--- config.mk ---
export PLATFORM = sky130hd
export DESIGN_NAME = abs_phys_mapper
export DESIGN_NICKNAME = d
export VERILOG_FILES = /design/src/rtl/abs_phys_pkg.sv /design/src/rtl/abs_phys_ctrl.sv /design/src/rtl/abs_region_classify.sv /design/src/rtl/abs_phys_datapath.sv /design/src/rtl/abs_phys_mapper.sv
export SDC_FILE = /design/constraint.sdc
export NUM_CORES = 1
export LEC_CHECK = 0
export BUFFER_PORTS_ARGS = -buffer_cell sky130_fd_sc_hd__buf_2
export CAP_MARGIN = 20
export CORE_ASPECT_RATIO = 0.7
export CORE_UTILIZATION = 35
export CTS_CLUSTER_SIZE = 14
export DETAILED_ROUTE_END_ITERATION = 16
export PLACE_DENSITY_LB_ADDON = 0.2
export SKIP_LAST_GASP = 1
export SLEW_MARGIN = 15
export SYNTH_ARGS = -nofsm -noshare
export SYNTH_HDL_FRONTEND = slang
export SYNTH_HIERARCHICAL = 1
export SYNTH_SLANG_ARGS = --single-unit
export TNS_END_PERCENT = 20
--- constraint.sdc ---
create_clock -name clk -period 4 [get_ports clk]
set_input_delay 0.8 -clock clk [delete_from_list [all_inputs] [get_ports clk]]
set_output_delay 0.8 -clock clk [all_outputs]
set_load 0.005 [all_outputs]
--- src/rtl/abs_phys_pkg.sv ---
package abs_phys_pkg;

  typedef enum logic [1:0] {
    REGION_MEM  = 2'b00,
    REGION_IO   = 2'b01,
    REGION_FW   = 2'b10
  } region_e;

  typedef struct packed {
    logic loadResult;
    logic validNext;
  } mapStrobe_t;

  localparam logic [2:0] PERM_ALL = 3'b111;

endpackage

--- src/rtl/abs_phys_ctrl.sv ---
module abs_phys_ctrl
  import abs_phys_pkg::*;
(
  input  logic       clk,
  input  logic       rstN,
  input  logic       inValid,
  output mapStrobe_t strobe,
  output logic       outValid
);

  logic validQ;

  always_comb begin
    strobe.loadResult = inValid;
    strobe.validNext  = inValid;
  end

  always_ff @(posedge clk) begin
    if (!rstN) validQ <= 1'b0;
    else       validQ <= strobe.validNext;
  end

  assign outValid = validQ;

endmodule

--- src/rtl/abs_region_classify.sv ---
module abs_region_classify
  import abs_phys_pkg::*;
(
  input  logic [7:0] topByte,
  input  logic       inWide,
  input  logic       inNewRev,
  output region_e    region
);

  logic topIsF;
  logic nextIsZero;

  always_comb begin
    topIsF     = (topByte[7:4] == 4'hF);
    nextIsZero = (topByte[3:0] == 4'h0);
    if (inWide || !inNewRev || !topIsF) region = REGION_MEM;
    else if (!nextIsZero)               region = REGION_IO;
    else                                region = REGION_FW;
  end

endmodule

--- src/rtl/abs_phys_datapath.sv ---
module abs_phys_datapath
  import abs_phys_pkg::*;
#(
  parameter int PHYS_BITS = 40
) (
  input  logic        clk,
  input  logic        rstN,
  input  mapStrobe_t  strobe,
  input  logic [63:0] inAddr,
  input  logic        inWide,
  input  logic        inNewRev,
  output logic [63:0] outPhys,
  output logic [1:0]  outRegion,
  output logic [2:0]  outPerm
);

  localparam int          EXT_BITS = 64 - PHYS_BITS;
  localparam logic [63:0] FW_MASK  = {64{1'b1}} << (PHYS_BITS - 4);

  region_e     regionNow;
  logic [63:0] wideExt;
  logic [63:0] zeroExt;
  logic [63:0] signExt;
  logic [63:0] physNow;
  logic [63:0] physQ;
  logic [1:0]  regionQ;
  logic [2:0]  permQ;

  abs_region_classify u_classify (
    .topByte (inAddr[31:24]),
    .inWide  (inWide),
    .inNewRev(inNewRev),
    .region  (regionNow)
  );

  always_comb begin
    wideExt = {{EXT_BITS{inAddr[PHYS_BITS-1]}}, inAddr[PHYS_BITS-1:0]};
    zeroExt = {32'h0, inAddr[31:0]};
    signExt = {{32{inAddr[31]}}, inAddr[31:0]};
    if (inWide) begin
      physNow = wideExt;
    end else begin
      unique case (regionNow)
        REGION_IO: physNow = signExt;
        REGION_FW: physNow = zeroExt | FW_MASK;
        default:   physNow = zeroExt;
      endcase
    end
  end

  always_ff @(posedge clk) begin
    if (!rstN) begin
      physQ   <= '0;
      regionQ <= 2'b00;
      permQ   <= 3'b000;
    end else if (strobe.loadResult) begin
      physQ   <= physNow;
      regionQ <= regionNow;
      permQ   <= PERM_ALL;
    end
  end

  assign outPhys   = physQ;
  assign outRegion = regionQ;
  assign outPerm   = permQ;

endmodule

--- src/rtl/abs_phys_mapper.sv ---
module abs_phys_mapper
  import abs_phys_pkg::*;
#(
  parameter int PHYS_BITS = 40
) (
  input  logic        clk,
  input  logic        rstN,
  input  logic        inValid,
  input  logic [63:0] inAddr,
  input  logic        inWide,
  input  logic        inNewRev,
  output logic        outValid,
  output logic [63:0] outPhys,
  output logic [1:0]  outRegion,
  output logic [2:0]  outPerm
);

  // physical width range checked during elaboration
  generate
    if (PHYS_BITS > 54 || PHYS_BITS < 36) begin : g_badWidth
      $error("abs_phys_mapper: PHYS_BITS out of range 36..54");
    end
  endgenerate

  mapStrobe_t strobe;

  abs_phys_ctrl u_ctrl (
    .clk     (clk),
    .rstN    (rstN),
    .inValid (inValid),
    .strobe  (strobe),
    .outValid(outValid)
  );

  abs_phys_datapath #(.PHYS_BITS(PHYS_BITS)) u_dp (
    .clk      (clk),
    .rstN     (rstN),
    .strobe   (strobe),
    .inAddr   (inAddr),
    .inWide   (inWide),
    .inNewRev (inNewRev),
    .outPhys  (outPhys),
    .outRegion(outRegion),
    .outPerm  (outPerm)
  );

endmodule

# Yosys cells after proc, flatten, opt, wreduce, memory -nomap -nowiden
# Cells that the tools add are included.
[totals]
inputBits = 69
latchBits = 0
register_bits = 68
ramBits = 0
memories = 0
romBits = 0
[op_classes]
n_mux = 4
bitwise = 0
eq_ne = 3
addsub = 0
order_cmp = 0
div_mod_pow = 0
shifts = 0
multipliers = 0
reduce_logical = 5
[op_table]
columns = ["operator", "count"]
rows = [
  ["case mux 64 bit (2 select lines)", 1],
  ["two-way mux 64 bit", 1],
  ["== test 4 bit, second input constant", 1],
  ["zero test 4 bit", 1],
  ["two-way mux 2 bit", 2],
  ["== test 2 x 1 -> 1 bit, second input constant", 1],
  ["== test 2 bit, second input constant", 1],
  ["zero test 1 bit", 2],
  ["logical OR 1 bit", 2],
]

# Longest topological paths before layout
[depth]
word_depth = 7
depth_mapped = 7
depth_no_buf = 7

# Modules after synthesis
# Netlist, hierarchy kept.
[by_module_without_submodules]
columns = ["mod", "area_per_inst_um2", "cells_each", "seq_area_each_um2", "instances"]
rows = [
  ["abs_phys_datapath", 1889.3, 183, 860.8, 1],
  ["abs_region_classify", 42.5, 5, 0.0, 1],
  ["abs_phys_ctrl", 41.3, 4, 20.0, 1],
]

# Worst setup path after synthesis
# No wires, ideal clock.
[synth_timing]
kind = "input to register"
start = "input inWide"
end = "register u_dp.physQ[62] (netlist: u_dp/outPhys[62])"
cell_stages = 6
t_arrival_ns = 2.261
setup_time_ns = 0.063
slack_ns = 1.676
cell_sequence = "nand4b_1 -> nor3_1 -> inv_1 -> ha_1 -> or4_4 -> nand3_1"
[synth_via]
elab_chain_cells = 6
word_cells_on_any_way = 7
cone_classes = "2 x eq/ne; 3 x mux; 2 x reduce/logical"
[synth_rtl]
columns = ["element", "line_no", "source"]
rows = [
  ["start: declaration", "abs_phys_mapper.sv:10", "input logic inWide,"],
  ["logical OR 1 bit * (2 in series)", "abs_region_classify.sv:16", "if (inWide || !inNewRev || !topIsF) region = REGION_MEM;"],
  ["two-way mux 2 bit *", "abs_region_classify.sv:16", ""],
  ["via u_dp.regionNow[0]", "abs_phys_datapath.sv:20", "region_e regionNow;"],
  ["== test 2 bit / == test 2 x 1 -> 1 bit (equally long branches)", "abs_phys_datapath.sv:43", "unique case (regionNow)"],
  ["case mux 64 bit (2 select lines) *", "abs_phys_datapath.sv:43", ""],
  ["two-way mux 64 bit *", "abs_phys_datapath.sv:40", "if (inWide) begin"],
  ["end signal: assignment", "abs_phys_datapath.sv:57", "physQ <= physNow;"],
  ["end: declaration", "abs_phys_datapath.sv:25", "logic [63:0] physQ;"],
]
# The timed path passes the listed nets; every way through them passes the cells marked *.
# A chain may end at the register's enable or synchronous reset.

# Worst setup path in the final report
[layout_timing]
start = "input inWide"
end = "register u_dp.physQ[38] (netlist: u_dp/outPhys[38])"
# Same word-level chain as after synthesis.

==> results.json <==
{
  "grt_pass1_vias": 1414,
  "clk_pin_slew_ps": 70,
  "wl_per_cell_um": 11.6,
  "antenna_found_initial": 0,
  "setup_violations": 0,
  "critPathKind": "input pin to register",
  "grt_pass1_wl_um": 6680,
  "critPathMaxFanout": 11,
  "final.period_utilization_pct": 61.2,
  "outcome": "finished clean",
  "start_kind": "input pin",
  "area_delta_synth_final_pct": 28.6,
  "tritoncts": "yes",
  "drive_gt1_share_pct": 46.2,
  "hold_viol_final": 0,
  "fin_util_pct": 47.6,
  "p_leak_nw": 1.33,
  "crit_required_ps": 4230,
  "seqCellArea_sq_um": 881,
  "hp-class": "register to register",
  "core_area_sq_mm": 0.00531,
  "fillers": 538,
  "yosysWarnings": 6,
  "layout_setup_ws_ps": 1550,
  "pin_count": 139,
  "routed-via-count": 1488,
  "postSynthAreaPerCell_sq_um": 10.3,
  "diodes": 0,
  "ctsHtreeMaxLevel": 2,
  "gp_congestion": 0.655,
  "postCtsResizedCells": 0,
  "grt_overflow": 0,
  "fin_crit_ps": 2450,
  "fmax_mhz": 408,
  "firstDrtPassIters": 4,
  "clock_skew_ps": 0,
  "endpoint_kind": "register",
  "clk_latency_ps": 280,
  "maxSlewViolCount": 0,
  "die_w_um": 91.6,
  "numCtsBuffers": 5,
  "cts.sinks": 44,
  "max_slew_margin_pct": 64.4,
  "grtUsageTotal_pct": 14.4,
  "postSynthCellCount": 191,
  "holdWs_ps": 495,
  "die_area_sq_mm": 0.00592,
  "rrSetupSlack_ps": 3060,
  "die_y_um": 64.7,
  "hold_buffers": 0,
  "dpl-instance-area_sq_mm": 0.00237,
  "crit_arrival_ps": 2670,
  "final_net_count": 347,
  "drtIter0Drc": 30,
  "grt_max_degree": 49,
  "cts-root-buf": "clkbuf_8",
  "worst_pin_slew_ps": 533,
  "multi_input_area_sq_um": 797,
  "syn-num-nets": 262,
  "power_density_mw_per_mm2": 419,
  "syn-cell-area_sq_mm": 0.00197,
  "final_cell_area_sq_mm": 0.00253,
  "maxCapViolations": 0,
  "cts_buffer_depth": 2,
  "wl_um": 4050,
  "ir_worst_vdd_mv": 0.148,
  "io_buffers": 114,
  "postRouteAntennaNets": 0,
  "rsz0062_at_grt": "no",
  "rows": 22,
  "post-cts-setup-buffer-count": 0,
  "start_util_pct": 37.0,
  "fin_setup_tns_ps": 0,
  "drcViolationCount": 0,
  "vias_per_cell": 4.26,
  "place_ws_ps": 1230,
  "dp_hpwl_um": 2960
}
## worst max-delay path, cell delays in order
cell and delay, ps:
buf_2 170, nand4b_1 270, nor3_1 370, inv_1 80, ha_1 320, or4_4 580, nand3_1 90
## power by group
part,total [mW],switching (mW),internal (mW)
clock,0.459,0.147,0.312
combinational,0.125,0.0565,0.0681
sequential,0.475,0.0129,0.462
total,1.06,0.216,0.843
## state kept, by name (all words and copies together) (netlist names)
name	count
u_ctrl/outValid	1
u_dp/outRegion	2
u_dp/outPhys	40
u_dp/outPerm	1
## layout make-up
type                    count  share of cell area, %
multi-input cells         106                   31.5
flip-flops and latches     44                   34.9
repair buffers            117                   23.5
clock inverters             3                   3.56
clock buffers               5                   2.72
well taps                  72                   3.56
inverters                   2                  0.297
## cell usage in the layout (no fill, tap or decap)
cell / instances
buf_2: 114
dfxtp_1: 44
mux2i_1: 34
nor2b_1: 34
nand2_1: 7
clkbuf_8: 5
a21oi_1: 5
o21ai_0: 4
nand4_1: 4
nand3b_1: 4
nand3_1: 4
bufinv_16: 3
buf_4: 3
inv_1: 2
ha_1: 2
and2_1: 1
o31a_1: 1
or4_4: 1
o21a_1: 1
nand4b_1: 1
nor4_2: 1
nor3_1: 1
nor3b_2: 1
## layer usage
metal	part of all wire, %	wire length [um]	GRT usage (%)
met1	49	1970	18.8
met2	42	1710	21.7
met3	8.4	341	5.16
met4	0.96	39	5.36
met5	0	0	0
## metrics by stage
| stage | cells | power [mW] |
|---|---|---|
| after floorplan | 191 | 0.564 |
| after global placement | 341 | 0.610 |
| after detailed placement | 341 | 0.612 |
| after CTS | 349 | 1.07 |
| after global routing | 349 | 1.11 |
| final | 349 | 1.06 |
## final timing paths
path	to	cells after the start	startpoint
setup / recovery	u_dp/outPhys[38]	7	inWide
hold / removal	u_dp/outPerm[0]	1	u_dp/outPerm[0]
setup reg to reg	u_dp/outPhys[62]	2	u_dp/outPhys[62]
hold reg to reg	u_dp/outPerm[0]	1	u_dp/outPerm[0]
Power figures use the tool's default switching activity.
